$ cat config.mk
export PLATFORM = sky130hd
export DESIGN_NAME = i2c_mem_rd_slave
export DESIGN_NICKNAME = d
export VERILOG_FILES = /design/src/rtl/i2c_mem_rd_slave.sv
export SDC_FILE = /design/constraint.sdc
export NUM_CORES = 1
export LEC_CHECK = 0
export ABC_AREA = 1
export BUFFER_PORTS_ARGS = -buffer_cell sky130_fd_sc_hd__buf_4
export CAP_MARGIN = 5
export CORE_AREA = 4 4 87 81
export DETAILED_ROUTE_END_ITERATION = 10
export DIE_AREA = 0 0 91 85
export PLACE_DENSITY = 0.91
export SYNTH_ARGS = -nofsm -noshare
export SYNTH_HDL_FRONTEND = slang
export SYNTH_SLANG_ARGS = --single-unit
$ cat constraint.sdc
create_clock -name clk -period 2.7 [get_ports clk]
set_input_delay 0.135 -clock clk [delete_from_list [all_inputs] [get_ports clk]]
set_output_delay 0.135 -clock clk [all_outputs]
set_load 0.03 [all_outputs]
$ cat src/rtl/i2c_mem_rd_slave.sv
module i2c_mem_rd_slave #(
  parameter logic [6:0] DEV_ADDR = 7'h57,
  parameter int         AW       = 16
) (
  input  logic          clk,
  input  logic          rst_n,
  input  logic          scl_i,
  input  logic          sda_i,
  input  logic          busy_i,
  output logic          sda_oe,
  output logic          mem_rd_en,
  output logic [AW-1:0] mem_addr,
  input  logic [7:0]    mem_rd_data
);

  localparam int NAB = AW / 8;
  localparam int ABW = (NAB > 1) ? $clog2(NAB) : 1;

  typedef enum logic [3:0] {
    S_IDLE, S_DEV, S_DACK, S_ADR, S_AACK, S_HOLD, S_RD, S_RACK, S_RPRE
  } st_t;

  st_t            st;
  logic [2:0]     scl_sr, sda_sr;
  logic [3:0]     bcnt;
  logic [6:0]     rx;
  logic [7:0]     tx;
  logic           rw, ack_on, rd_pend;
  logic [ABW-1:0] abyte;
  logic [AW-1:0]  addr_sr, cnt;

  wire scl_syn  = scl_sr[1];
  wire scl_old  = scl_sr[2];
  wire sda_syn  = sda_sr[1];
  wire sda_old  = sda_sr[2];
  wire scl_rise = scl_syn & ~scl_old;
  wire scl_fall = ~scl_syn & scl_old;
  wire start_c  = scl_syn & scl_old & sda_old & ~sda_syn;
  wire stop_c   = scl_syn & scl_old & ~sda_old & sda_syn;
  wire [7:0] rx_byte = {rx, sda_syn};
  wire cnt_load = (st == S_AACK) && ack_on && scl_fall &&
                  (abyte == ABW'(NAB - 1)) && !start_c && !stop_c;

  assign mem_addr = cnt;

  always_ff @(posedge clk or negedge rst_n) begin
    if (!rst_n) begin
      scl_sr <= '1;
      sda_sr <= '1;
    end else begin
      scl_sr <= {scl_sr[1:0], scl_i};
      sda_sr <= {sda_sr[1:0], sda_i};
    end
  end

  always_ff @(posedge clk or negedge rst_n) begin
    if (!rst_n) begin
      st        <= S_IDLE;
      bcnt      <= '0;
      rx        <= '0;
      tx        <= '0;
      rw        <= 1'b0;
      ack_on    <= 1'b0;
      rd_pend   <= 1'b0;
      abyte     <= '0;
      addr_sr   <= '0;
      cnt       <= '0;
      sda_oe    <= 1'b0;
      mem_rd_en <= 1'b0;
    end else begin
      mem_rd_en <= 1'b0;
      rd_pend   <= mem_rd_en;
      if (rd_pend) tx <= mem_rd_data;

      if (start_c) begin
        st     <= S_DEV;
        bcnt   <= '0;
        sda_oe <= 1'b0;
        ack_on <= 1'b0;
      end else if (stop_c) begin
        st     <= S_IDLE;
        sda_oe <= 1'b0;
        ack_on <= 1'b0;
      end else begin
        unique case (st)
          S_DEV: if (scl_rise) begin
            rx   <= rx_byte[6:0];
            bcnt <= bcnt + 4'd1;
            if (bcnt == 4'd7) begin
              bcnt <= '0;
              if (rx_byte[7:1] == DEV_ADDR && !busy_i) begin
                st <= S_DACK;
                rw <= rx_byte[0];
                if (rx_byte[0]) mem_rd_en <= 1'b1;
              end else begin
                st <= S_IDLE;
              end
            end
          end

          S_DACK: if (scl_fall) begin
            if (!ack_on) begin
              ack_on <= 1'b1;
              sda_oe <= 1'b1;
            end else begin
              ack_on <= 1'b0;
              bcnt   <= '0;
              if (rw) begin
                sda_oe <= ~tx[7];
                st     <= S_RD;
              end else begin
                sda_oe <= 1'b0;
                abyte  <= '0;
                st     <= S_ADR;
              end
            end
          end

          S_ADR: if (scl_rise) begin
            rx   <= rx_byte[6:0];
            bcnt <= bcnt + 4'd1;
            if (bcnt == 4'd7) begin
              bcnt    <= '0;
              addr_sr <= {addr_sr[AW-9:0], rx_byte};
              st      <= S_AACK;
            end
          end

          S_AACK: if (scl_fall) begin
            if (!ack_on) begin
              ack_on <= 1'b1;
              sda_oe <= 1'b1;
            end else begin
              ack_on <= 1'b0;
              sda_oe <= 1'b0;
              if (cnt_load) begin
                cnt <= addr_sr;
                st  <= S_HOLD;
              end else begin
                abyte <= abyte + ABW'(1);
                st    <= S_ADR;
              end
            end
          end

          S_RD: begin
            if (scl_rise) begin
              bcnt <= bcnt + 4'd1;
              if (bcnt == 4'd7) cnt <= cnt + AW'(1);
            end else if (scl_fall) begin
              if (bcnt == 4'd8) begin
                sda_oe <= 1'b0;
                bcnt   <= '0;
                st     <= S_RACK;
              end else begin
                sda_oe <= ~tx[6];
                tx     <= {tx[6:0], 1'b0};
              end
            end
          end

          S_RACK: if (scl_rise) begin
            if (!sda_syn) begin
              mem_rd_en <= 1'b1;
              st        <= S_RPRE;
            end else begin
              st <= S_IDLE;
            end
          end

          S_RPRE: if (scl_fall) begin
            sda_oe <= ~tx[7];
            bcnt   <= '0;
            st     <= S_RD;
          end

          default: ;
        endcase
      end
    end
  end

endmodule

==> run_results.csv <==
group,metric,value,unit
worst_setup_path,cpMostUsedCell,"nand3_2",
clock_tree,root_buffer,"clkbuf_8",
worst_setup_path,crit_family,"simple AND/OR/NAND/NOR gates",
drt,wl_per_cell,14.2,um
global_routing,grt_pass1_vias,3276,
sta,holdWs,69.1,ps
logic_synthesis,synth_ff_type,"dfrtp_1",
finish,syn_to_final_growth,13.4,%
min_path,worstHoldStart,"mem_rd_data[0]",
finish,drive_above_1_share,0.170,
worst_setup_path,worst_path_max_delay_cell,"nand3_2",
finish,n_antenna_cell,0,
worst_setup_path,critPathArrivalTime,2340,ps
logic_synthesis,syn_inst,521,
sta,finalSetupTns,0,ps
sta,timing.fmax,0.465,GHz
worst_setup_path,worstRegToRegCells,7,
placement,dp_cells,612,
drt,drt_wl_total,8990,um
worst_setup_path,rr_endpoint,"addr_sr[8]",
sta,period_share,0.796,
drt,ant_nets,0,
worst_setup_path,setup.worst_path.start_class,"register",
worst_setup_path,critical_path_class,"register to register",
global_routing,antenna_found_initial,0,
logic_synthesis,synth_edf_count,0,
drt,drc,0,
logic_synthesis,synth_top_family_by_area,"simple AND/OR/NAND/NOR gates",
die,core_area,6080,sq um
die,die_x,91,um
clock_tree,postCtsSetupBuffers,0,
logic_synthesis,synthArstFlopShare,1.00,
logic_synthesis,yosys_warnings,0,
drt,viasPerCell,5.56,
sta,hold_viol_final,0,
global_routing,track_usage,0.248,
finish,finish.utilization,0.733,
sta,rsz0062_at_grt,"false",
clock_tree,clkLatencyLatePin,340,ps
placement,portBuffers,30,
logic_synthesis,syn_avg_cell_area,7.55,sq um
worst_setup_path,cp_max_fo,32,
sta,max_slew_margin,0.448,
logic_synthesis,ys_seq_area_frac,0.428,
finish,register_area,1680,sq um
worst_setup_path,worstPathRequired,2890,ps
global_routing,grt_overflow,0,
sta,finClkSkew,14.4,ps
placement,dpl_cell_area,4180,sq um
worst_setup_path,crit_chain,"ha_1, nand3_2, nand2_4, nor3_2, nand3_2, nor2_1, a21oi_1",
logic_synthesis,synthMuxAreaShare,0,
global_routing,grt_max_degree,68,
logic_synthesis,ys_seq_elements,67,
logic_synthesis,synth_fa_ha_area_frac,0.0191,
worst_setup_path,crit_buf_inv,0,
power_and_ir_drop,power_density,675,nW/um^2
placement,dp_worst_setup_slack,620,ps
clock_tree,htreeDepth,3,
global_routing,grt_pass1_wl,15500,um
sta,setup_viol,0,
worst_setup_path,rr_startpoint,"scl_sr[1]",
logic_synthesis,synth_compound_area_frac,0.112,
clock_tree,clk_path_buf_depth,2,
power_and_ir_drop,cellLeakagePower,2.20,nW
sta,layout_min_cycle_time,2150,ps
finish,fillCellCount,464,
drt,drt_iter0_drc,308,
worst_setup_path,critPathMaxStageDelay,430,ps
die,die_area,7740,sq um
min_path,hp-class,"input port to register",
placement,place_congestion,0.936,
clock_tree,clock_sinks,67,
sta,worst_pin_slew,828,ps
run_status,status,"completed",
worst_setup_path,r2r_slack,550,ps
logic_synthesis,yosysTopAreaCell,"dfrtp_1",
clock_tree,clk_pin_slew,80,ps
die,die_y,85,um
die,initial_core_util,0.647,
worst_setup_path,startpoint,"scl_sr[1]",
sta,slew_violations,0,
power_and_ir_drop,peakVddDrop,553,uV
sta,final.setup.worst_slack,551,ps
clock_tree,cts_tree,"built",
min_path,hold_end,"tx[0]",
logic_synthesis,netlist.area_leader.share,0.388,
worst_setup_path,crit_path_end_kind,"register",
logic_synthesis,synth_cell_types,42,
min_path,worstHoldPathCells,3,
drt,vias,3507,
power_and_ir_drop,finalPower,3.01,mW
flow_run,max-cap-violations,0,
clock_tree,cts_hold_buf,3,
finish,finalNonFillerCells,631,
finish,num-nets-final,573,
die,io_pins,31,
finish,fin_area,4460,sq um
clock_tree,cts_buffers,9,
logic_synthesis,synth_area_leaders,"dfrtp_1 (39%), nand2_1 (16%), inv_1 (4.9%)",
logic_synthesis,synth-simple-area-share,0.353,
clock_tree,cts_resized,0,
drt,drt-pass1-iter-count,5,
logic_synthesis,synth-xor-area-share,0.0134,
logic_synthesis,synth_fp_nets,540,
placement,dp_hpwl,6430,um
die,num_rows,27,
finish,multi_input_area,1960,sq um
logic_synthesis,netlist_area,3930,sq um
-- cells in the mapped netlist (3+ instances only) --
cell type,n
o21ai_1,13
a21oi_1,8
nor2_4,6
nor2_1,49
inv_2,8
nand4_1,4
nand2_2,6
o21ai_2,4
nand3_1,37
o21ai_0,37
nand3_2,4
ha_1,6
o21bai_1,5
buf_2,7
nor3_1,4
dfrtp_1,61
xor2_1,3
xnor2_1,3
dfstp_2,6
inv_1,51
nand2_1,168
nand3b_1,3
-- state kept, by name (all words and copies together) (netlist names) --
name	count
abyte	1
ack_on	1
addr_sr	16
bcnt	4
mem_addr	16
mem_rd_en	1
rd_pend	1
rw	1
rx	7
scl_sr	3
sda_oe	1
sda_sr	3
st	4
tx	8
-- routing by layer --
metal	global-route usage	routed length [um]	vias up
li1	-	-	1731
met1	0.329	3930	1620
met2	0.412	4260	141
met3	0.0585	682	15
met4	0.0658	116	0
met5	0	0	-
-- placed cells by master, fill, tap and decap left out, drive strengths merged --
cell type,netlist,final
a211oi,1,1
a21boi,1,1
a21oi,8,8
a31oi,2,2
and2,1,1
buf,9,30
bufinv,0,3
clkbuf,2,10
clkinv,0,3
dfrtp,61,61
dfstp,6,6
dlygate4sd3,0,3
ha,6,6
inv,59,59
nand2,176,176
nand3,42,42
nand3b,4,4
nand4,6,6
nor2,59,59
nor3,6,6
o211ai,3,3
o21ai,54,54
o21bai,5,5
o22ai,1,1
o31ai,1,1
or2,2,2
xnor2,3,3
xor2,3,3
-- worst register-to-register path, delay by kind of cell, from the launching register on --
family                     cells  cell delay [ps]
and+or+nand+nor                5             1240
DFF                            1              390
adders and majority gates      1              270
AOI/OAI and AO/OA              1               90
-- cells by family after synthesis --
family / count (synthesis)
buffers and inverters: 70
AND/OR/NAND/NOR: 296
adder cells (fa/ha/maj): 6
XOR/XNOR: 6
flip-flops: 67
AO/OA/AOI/OAI: 76
-- layout make-up --
type	count	area share
clock buffers	10	0.0309
repair buffers	33	0.0573
flip-flops and latches	67	0.378
multi-input cells	384	0.439
well taps	72	0.0202
inverters	59	0.0497
clock inverters	6	0.0253
-- worst max path at each step --
stage                     slack (ps)  cells past startpoint     endpoint
after CTS                        560                      7   addr_sr[8]
after floorplan                  960                      9  mem_addr[1]
after detailed placement         620                      9  mem_addr[1]
final                            550                      7   addr_sr[8]
after global routing             320                      7   addr_sr[8]
after global placement           680                      9  mem_addr[1]
-- where the power goes --
group	leakage [nW]	internal, mW	switching, mW
logic	1.18	0.242	0.509
registers	0.888	1.13	0.101
clock network	0.126	0.640	0.384
total	2.20	2.01	0.995
Power figures use the tool's default switching activity.
